**src/rtl/sram_ctrl_pkg.sv**
```systemverilog
`timescale 1ns/1ps
// Shared types and helpers for the asynchronous static RAM controller.
// Assumes all times are integer picoseconds and the clock period is nonzero.
package sram_ctrl_pkg;

    // Sequencer states; encoding is local to the block.
    typedef enum logic [2:0] {
        ST_IDLE  = 3'd0,
        ST_STBY  = 3'd1,
        ST_RD    = 3'd2,
        ST_WTURN = 3'd3,
        ST_WSET  = 3'd4,
        ST_WSTRB = 3'd5,
        ST_DONE  = 3'd6
    } seq_state_t;

    // Whole cycles needed to cover a minimum time.
    function automatic int cyc_ceil(input int t_ps, input int clk_ps);
        return (t_ps + clk_ps - 1) / clk_ps;
    endfunction

    // Larger of two integers.
    function automatic int imax(input int a, input int b);
        return (a > b) ? a : b;
    endfunction

endpackage

```
**src/rtl/sram_phase_timer.sv**
```systemverilog
`timescale 1ns/1ps
// Down-counter that times one phase of a memory access.
// Loading value N-1 makes expired high in the N-th cycle of the phase.
// Assumes the sequencer only looks at expired inside a timed phase.
module sram_phase_timer #(
    parameter int CNT_W = 8
) (
    input  logic             clk,
    input  logic             rst_n,
    input  logic             load,
    input  logic [CNT_W-1:0] load_val,
    output logic             expired
);
    logic [CNT_W-1:0] cnt_q;

    // Load on phase entry, otherwise count down to zero and stay there.
    always_ff @(posedge clk) begin
        if (!rst_n) begin
            cnt_q <= '0;
        end else if (load) begin
            cnt_q <= load_val;
        end else if (cnt_q != '0) begin
            cnt_q <= cnt_q - 1'b1;
        end
    end

    assign expired = (cnt_q == '0);
endmodule

```
**src/rtl/sram_bus_guard.sv**
```systemverilog
`timescale 1ns/1ps
// Tracks how long the memory's output enable has been released and
// reports when the controller may start driving the shared data bus.
// Assumes oe_n is the registered pin value seen by the memory.
module sram_bus_guard #(
    parameter int CNT_W    = 8,
    parameter int TURN_CYC = 2
) (
    input  logic clk,
    input  logic rst_n,
    input  logic oe_n,
    output logic bus_free
);
    localparam logic [CNT_W-1:0] SAT = CNT_W'(TURN_CYC - 1);

    logic [CNT_W-1:0] gap_q;

    // Count released cycles since the last output-enable cycle, saturating.
    always_ff @(posedge clk) begin
        if (!rst_n) begin
            gap_q <= SAT;
        end else if (!oe_n) begin
            gap_q <= '0;
        end else if (gap_q != SAT) begin
            gap_q <= gap_q + 1'b1;
        end
    end

    // The current cycle is also released, so one less is enough here.
    assign bus_free = oe_n && (gap_q == SAT);
endmodule

```
**src/rtl/sram_seq.sv**
```systemverilog
`timescale 1ns/1ps
// Access sequencer: accepts a request or a standby request while idle
// and steps through the read, turnaround, write setup, strobe and done
// phases. Provides the next state so the pin stage can register outputs.
// Assumes req_valid and its fields stay steady until the acknowledge.
module sram_seq
    import sram_ctrl_pkg::*;
#(
    parameter int CNT_W    = 8,
    parameter int RD_CYC   = 4,
    parameter int STRB_CYC = 2
) (
    input  logic             clk,
    input  logic             rst_n,
    input  logic             req_valid,
    input  logic             req_write,
    input  logic             standby_req,
    input  logic             bus_free,
    input  logic             tmr_expired,
    output logic             tmr_load,
    output logic [CNT_W-1:0] tmr_val,
    output logic             accept,
    output logic             rd_capture,
    output seq_state_t       nxt_state,
    output logic             nxt_wr
);
    localparam logic [CNT_W-1:0] RD_LD   = CNT_W'(RD_CYC - 1);
    localparam logic [CNT_W-1:0] STRB_LD = CNT_W'(STRB_CYC - 1);

    seq_state_t state_q;
    logic       wr_q;

    // Next-state and phase-timer load decisions.
    always_comb begin
        nxt_state = state_q;
        tmr_load  = 1'b0;
        tmr_val   = '0;
        accept    = 1'b0;
        case (state_q)
            ST_IDLE: begin
                if (standby_req) begin
                    nxt_state = ST_STBY;
                end else if (req_valid) begin
                    accept = 1'b1;
                    if (req_write) begin
                        nxt_state = bus_free ? ST_WSET : ST_WTURN;
                    end else begin
                        nxt_state = ST_RD;
                        tmr_load  = 1'b1;
                        tmr_val   = RD_LD;
                    end
                end
            end
            ST_STBY:  if (!standby_req) nxt_state = ST_IDLE;
            ST_RD:    if (tmr_expired) nxt_state = ST_DONE;
            ST_WTURN: if (bus_free) nxt_state = ST_WSET;
            ST_WSET: begin
                nxt_state = ST_WSTRB;
                tmr_load  = 1'b1;
                tmr_val   = STRB_LD;
            end
            ST_WSTRB: if (tmr_expired) nxt_state = ST_DONE;
            ST_DONE:  nxt_state = ST_IDLE;
            default:  nxt_state = ST_IDLE;
        endcase
    end

    // Read data is taken in the last cycle of the read phase.
    assign rd_capture = (state_q == ST_RD) && tmr_expired;
    assign nxt_wr     = accept ? req_write : wr_q;

    // State register and direction of the access in progress.
    always_ff @(posedge clk) begin
        if (!rst_n) begin
            state_q <= ST_IDLE;
            wr_q    <= 1'b0;
        end else begin
            state_q <= nxt_state;
            wr_q    <= nxt_wr;
        end
    end
endmodule

```
**src/rtl/sram_pin_reg.sv**
```systemverilog
`timescale 1ns/1ps
// Registered memory-side pins and master-side response. Every strobe is
// a flop output decoded from the sequencer's next state, so the memory
// never sees combinational glitches on its enables or strobes.
// Assumes mem_dq_in is valid in the last cycle of a read phase.
module sram_pin_reg
    import sram_ctrl_pkg::*;
#(
    parameter int ADDR_W = 17,
    parameter int DATA_W = 8
) (
    input  logic              clk,
    input  logic              rst_n,
    input  seq_state_t        nxt_state,
    input  logic              nxt_wr,
    input  logic              accept,
    input  logic              rd_capture,
    input  logic [ADDR_W-1:0] req_addr,
    input  logic [DATA_W-1:0] req_wdata,
    input  logic [DATA_W-1:0] mem_dq_in,
    output logic [ADDR_W-1:0] mem_addr,
    output logic              mem_ce_n,
    output logic              mem_ce,
    output logic              mem_we_n,
    output logic              mem_oe_n,
    output logic [DATA_W-1:0] mem_dq_out,
    output logic              mem_dq_oe,
    output logic              req_ack,
    output logic [DATA_W-1:0] rsp_rdata
);
    logic stby_n, drive_n;

    assign stby_n  = (nxt_state != ST_STBY);
    assign drive_n = (nxt_state == ST_WSET) || (nxt_state == ST_WSTRB) ||
                     ((nxt_state == ST_DONE) && nxt_wr);

    // Enable and strobe pins follow the next state.
    always_ff @(posedge clk) begin
        if (!rst_n) begin
            mem_ce_n  <= 1'b0;
            mem_ce    <= 1'b1;
            mem_we_n  <= 1'b1;
            mem_oe_n  <= 1'b1;
            mem_dq_oe <= 1'b0;
            req_ack   <= 1'b0;
        end else begin
            mem_ce_n  <= !stby_n;
            mem_ce    <= stby_n;
            mem_we_n  <= (nxt_state != ST_WSTRB);
            mem_oe_n  <= (nxt_state != ST_RD);
            mem_dq_oe <= drive_n;
            req_ack   <= (nxt_state == ST_DONE);
        end
    end

    // Address and write data are latched when a request is accepted.
    always_ff @(posedge clk) begin
        if (!rst_n) begin
            mem_addr   <= '0;
            mem_dq_out <= '0;
        end else if (accept) begin
            mem_addr   <= req_addr;
            mem_dq_out <= req_wdata;
        end
    end

    // Read byte captured at the end of the read phase.
    always_ff @(posedge clk) begin
        if (!rst_n) begin
            rsp_rdata <= '0;
        end else if (rd_capture) begin
            rsp_rdata <= mem_dq_in;
        end
    end
endmodule

```
**src/rtl/async_sram_ctrl.sv**
```systemverilog
`timescale 1ns/1ps
// Top level of the asynchronous static RAM controller. Derives phase
// lengths from the memory's minimum times and the clock period, and
// joins the sequencer, phase timer, bus guard and pin register stage.
// Assumes one outstanding request at a time from the master.
module async_sram_ctrl
    import sram_ctrl_pkg::*;
#(
    parameter int ADDR_W        = 17,
    parameter int DATA_W        = 8,
    parameter int CNT_W         = 8,
    parameter int CLK_PERIOD_PS = 10000,
    parameter int T_RC_PS       = 35000,
    parameter int T_OE_PS       = 15000,
    parameter int T_WP_PS       = 20000,
    parameter int T_DS_PS       = 15000,
    parameter int T_OE_HZ_PS    = 12000,
    parameter int MIN_TURN      = 2
) (
    input  logic              clk,
    input  logic              rst_n,
    input  logic              req_valid,
    input  logic              req_write,
    input  logic [ADDR_W-1:0] req_addr,
    input  logic [DATA_W-1:0] req_wdata,
    output logic              req_ack,
    output logic [DATA_W-1:0] rsp_rdata,
    input  logic              standby_req,
    output logic [ADDR_W-1:0] mem_addr,
    output logic              mem_ce_n,
    output logic              mem_ce,
    output logic              mem_we_n,
    output logic              mem_oe_n,
    output logic [DATA_W-1:0] mem_dq_out,
    input  logic [DATA_W-1:0] mem_dq_in,
    output logic              mem_dq_oe
);
    localparam int RD_CYC   = imax(cyc_ceil(T_RC_PS, CLK_PERIOD_PS),
                                   cyc_ceil(T_OE_PS, CLK_PERIOD_PS));
    localparam int STRB_CYC = imax(cyc_ceil(T_WP_PS, CLK_PERIOD_PS),
                                   cyc_ceil(T_DS_PS, CLK_PERIOD_PS));
    localparam int TURN_CYC = imax(MIN_TURN,
                                   cyc_ceil(T_OE_HZ_PS, CLK_PERIOD_PS));

    logic             tmr_load, tmr_expired, bus_free;
    logic             accept, rd_capture, nxt_wr;
    logic [CNT_W-1:0] tmr_val;
    seq_state_t       nxt_state;

    sram_seq #(
        .CNT_W    (CNT_W),
        .RD_CYC   (RD_CYC),
        .STRB_CYC (STRB_CYC)
    ) u_seq (
        .clk         (clk),
        .rst_n       (rst_n),
        .req_valid   (req_valid),
        .req_write   (req_write),
        .standby_req (standby_req),
        .bus_free    (bus_free),
        .tmr_expired (tmr_expired),
        .tmr_load    (tmr_load),
        .tmr_val     (tmr_val),
        .accept      (accept),
        .rd_capture  (rd_capture),
        .nxt_state   (nxt_state),
        .nxt_wr      (nxt_wr)
    );

    sram_phase_timer #(
        .CNT_W (CNT_W)
    ) u_timer (
        .clk      (clk),
        .rst_n    (rst_n),
        .load     (tmr_load),
        .load_val (tmr_val),
        .expired  (tmr_expired)
    );

    sram_bus_guard #(
        .CNT_W    (CNT_W),
        .TURN_CYC (TURN_CYC)
    ) u_guard (
        .clk      (clk),
        .rst_n    (rst_n),
        .oe_n     (mem_oe_n),
        .bus_free (bus_free)
    );

    sram_pin_reg #(
        .ADDR_W (ADDR_W),
        .DATA_W (DATA_W)
    ) u_pins (
        .clk        (clk),
        .rst_n      (rst_n),
        .nxt_state  (nxt_state),
        .nxt_wr     (nxt_wr),
        .accept     (accept),
        .rd_capture (rd_capture),
        .req_addr   (req_addr),
        .req_wdata  (req_wdata),
        .mem_dq_in  (mem_dq_in),
        .mem_addr   (mem_addr),
        .mem_ce_n   (mem_ce_n),
        .mem_ce     (mem_ce),
        .mem_we_n   (mem_we_n),
        .mem_oe_n   (mem_oe_n),
        .mem_dq_out (mem_dq_out),
        .mem_dq_oe  (mem_dq_oe),
        .req_ack    (req_ack),
        .rsp_rdata  (rsp_rdata)
    );
endmodule

```
**config.mk**
```make
export PLATFORM = sky130hd
export DESIGN_NAME = async_sram_ctrl
export DESIGN_NICKNAME = d
export VERILOG_FILES = /design/src/rtl/sram_ctrl_pkg.sv /design/src/rtl/sram_phase_timer.sv /design/src/rtl/sram_bus_guard.sv /design/src/rtl/sram_seq.sv /design/src/rtl/sram_pin_reg.sv /design/src/rtl/async_sram_ctrl.sv
export SDC_FILE = /design/constraint.sdc
export NUM_CORES = 1
export LEC_CHECK = 0
export ABC_AREA = 0
export BUFFER_PORTS_ARGS = -buffer_cell sky130_fd_sc_hd__buf_2
export CAP_MARGIN = 0
export CORE_MARGIN = 5
export CORE_UTILIZATION = 50
export CTS_CLUSTER_DIAMETER = 80
export DETAILED_ROUTE_END_ITERATION = 10
export GPL_TIMING_DRIVEN = 0
export MAX_ROUTING_LAYER = met4
export PLACE_DENSITY = 0.79
export SLEW_MARGIN = 20
export SYNTH_ARGS = -nofsm -noshare
export SYNTH_HDL_FRONTEND = slang
export SYNTH_SLANG_ARGS = --single-unit
```
**constraint.sdc**
```tcl
create_clock -name clk -period 2.3 [get_ports clk]
set_input_delay 0.46 -clock clk [delete_from_list [all_inputs] [get_ports clk]]
set_output_delay 0.46 -clock clk [all_outputs]
set_load 0.05 [all_outputs]
```
==> impl_metrics.json <==
{
  "critPathKind": "register to register",
  "worst_clock_skew_ns": 0.00797,
  "setup_ws_ns": 0.108,
  "drt_wl_total_um": 5580,
  "gp_congestion": 0.801,
  "clockBufferDepth": 2,
  "rrSetupSlack_ns": 0.11,
  "slew_viol_final": 0,
  "drt_iter0_drc": 137,
  "wl_per_cell_um": 13.1,
  "syn_area_per_cell_um2": 8.99,
  "crit_arrival_ns": 2.46,
  "grt.busiest_layer": "met2",
  "finalSetupViolations": 0,
  "relSlewSlack": 0.560,
  "post-route-min-period_ns": 2.19,
  "hpwl_um": 3990,
  "antenna_cells": 0,
  "port_buffers": 75,
  "critPathCaptureType": "register",
  "synth-async-reset-ratio": 0,
  "final_nets": 396,
  "grt.met1_usage": 0.210,
  "worstPathMaxFanout": 9,
  "root_buffer": "clkbuf_8",
  "fp.dieH_um": 79.6,
  "grt_max_degree": 11,
  "clk_pin_slew_ns": 0.06,
  "leakage_nw": 1.36,
  "p_per_area_nw_per_um2": 1060,
  "num_vias": 2151,
  "synthCells": 269,
  "antenna_found_initial": 0,
  "tightest_slew_ns": 0.651,
  "rsz0062_at_grt": "false",
  "synth.distinct_cells": 40,
  "ys_ff_latch": 59,
  "dp.cells": 411,
  "dpl_worst_slack_ns": 0.0287,
  "cts_tree": "yes",
  "instances_no_fill": 427,
  "routed_via_density": 5.04,
  "antenna_left": 0,
  "grt_pass1_wl_um": 9560,
  "syn2layout_area_growth_pct": 26.1,
  "cts.sinks": 59,
  "outcome": "complete, no violations",
  "timing.hold.ws_ns": 0.367,
  "htree_num_levels": 3,
  "num_rows": 25,
  "clkLatencyLatePin_ns": 0.34,
  "dieArea_um2": 6330,
  "start_util": 0.512,
  "synth_edf_count": 0,
  "grt_pass1_vias": 2253,
  "syn_area_um2": 2420,
  "grt_util_met2": 0.314,
  "drive_gt1_frac": 0.275,
  "final_cell_area_um2": 3050,
  "synth_ff_type": "dfxtp_1",
  "grt-ovfl-total": 0,
  "setup_tns_ns": 0,
  "final-hold-violation-count": 0,
  "min_path_type": "input pin to register",
  "drv_cap": 0,
  "fin_crit_sh": 0.953,
  "remaining_drc_errors": 0,
  "syn_nets": 310,
  "required_ns": 2.57,
  "ys_warn_count": 0,
  "grt.total_usage": 0.200,
  "setup.worst_path.start_class": "register",
  "ir_drop_v": 0.000547,
  "cts_buffers": 9,
  "fmax_mhz": 456,
  "synth_seq_area_share": 0.488,
  "post_dp_cell_area_um2": 2880,
  "ctsHoldBuffers": 0,
  "num_io_pins": 77,
  "die_x_um": 79.6,
  "coreArea_um2": 4720,
  "first_pass_iters": 4,
  "gr-usage-met3": 0.0982
}
repair_timing:
item / 4_1_cts / 5_1_grt
gates resized for setup: 0 / 4
endpoints found under the setup margin: 0 / 7
buffers inserted: 0 / 0
sequential cells by signal, summed over array words and instances, names as in the netlist:
signal	flops
u_pins.mem_addr	17
u_guard.gap_q	8
u_pins.mem_dq_out	8
u_pins.rsp_rdata	8
u_timer.cnt_q	8
u_seq.state_q	3
u_pins.mem_ce	1
u_pins.mem_ce_n	1
u_pins.mem_dq_oe	1
u_pins.mem_oe_n	1
u_pins.mem_we_n	1
u_pins.req_ack	1
u_seq.wr_q	1
worst max-delay path: stages, from the launching register on:
cell     delay [ns]
dfxtp_1        0.32
inv_2          0.09
ha_4           0.15
or4b_4         0.47
or4_4          0.49
buf_6          0.17
o311a_4        0.16
nor2b_4        0.13
nor2b_1        0.14
power breakdown:
| part | switching [mW] | leakage [nW] | internal [mW] |
|---|---|---|---|
| registers | 0.125 | 0.481 | 1.17 |
| clock network | 0.385 | 0.0812 | 0.386 |
| logic | 0.716 | 0.802 | 0.439 |
worst paths after layout:
check | start | to | depth (start not counted)
max | u_timer.cnt_q[0] | u_pins.req_ack | 8
min | req_addr[14] | u_pins.mem_addr[14] | 3
max reg2reg | u_timer.cnt_q[0] | u_pins.req_ack | 8
min reg2reg | u_pins.mem_addr[11] | u_pins.mem_addr[11] | 2
per-stage QoR:
stage                     power [mW]   util
after global placement          2.40  0.609
after floorplan                 2.18      -
final                           3.23  0.646
after detailed placement        2.43  0.609
after global routing            3.46  0.646
after CTS                       3.22  0.642
logic make-up (layout without fill, tap and decap cells):
kind of cell    Yosys count  after routing  synth area share
simple gates            127            127             0.257
flops                    59             59             0.488
compound gates           42             42             0.130
buf+inv                  18            109            0.0316
xor+xnor                 11             11            0.0398
mux                       9              9            0.0378
fa+ha+maj                 3              3            0.0155
synthesized netlist by cell type (4+ instances only):
library cell | n | share of area
xor2_1 | 6 | 0.022
dfxtp_1 | 59 | 0.49
a21oi_1 | 4 | 0.0083
nand3_1 | 7 | 0.014
a21boi_0 | 26 | 0.081
xnor2_1 | 5 | 0.018
mux2i_1 | 8 | 0.033
clkbuf_1 | 10 | 0.016
nor3_1 | 4 | 0.0083
nand2_1 | 62 | 0.096
inv_1 | 6 | 0.0093
nor2_1 | 18 | 0.028
nor2b_1 | 11 | 0.028
final cells by class:
type,instances,area (µm²)
fill,419,1670
inverter,6,22.5
tap,67,83.8
sequential,59,1180
multi-input combinational,192,1180
clock inverter,3,15.0
buffer,12,53.8
timing repair buffer,75,375
clock buffer,13,139
layer usage:
layer | vias to the layer above | share of wire
met1 | 992 | 0.43
met5 | - | 0
met3 | 10 | 0.094
met4 | 0 | 0.018
met2 | 75 | 0.46
li1 | 1074 | -
placed cells by master (no fill, tap or decap), types with 4 or more instances in the layout:
cell type  Yosys  layout
a21boi_0      26      26
a21oi_1        4       4
buf_2          1      76
clkbuf_1      10      14
clkbuf_8       0       9
dfxtp_1       59      59
inv_1          6       5
mux2i_1        8       8
nand2_1       62      62
nand3_1        7       7
nor2_1        18      18
nor2b_1       11      11
nor3_1         4       4
xnor2_1        5       5
xor2_1         6       6
Note: power is estimated with default switching activity, not from simulation.
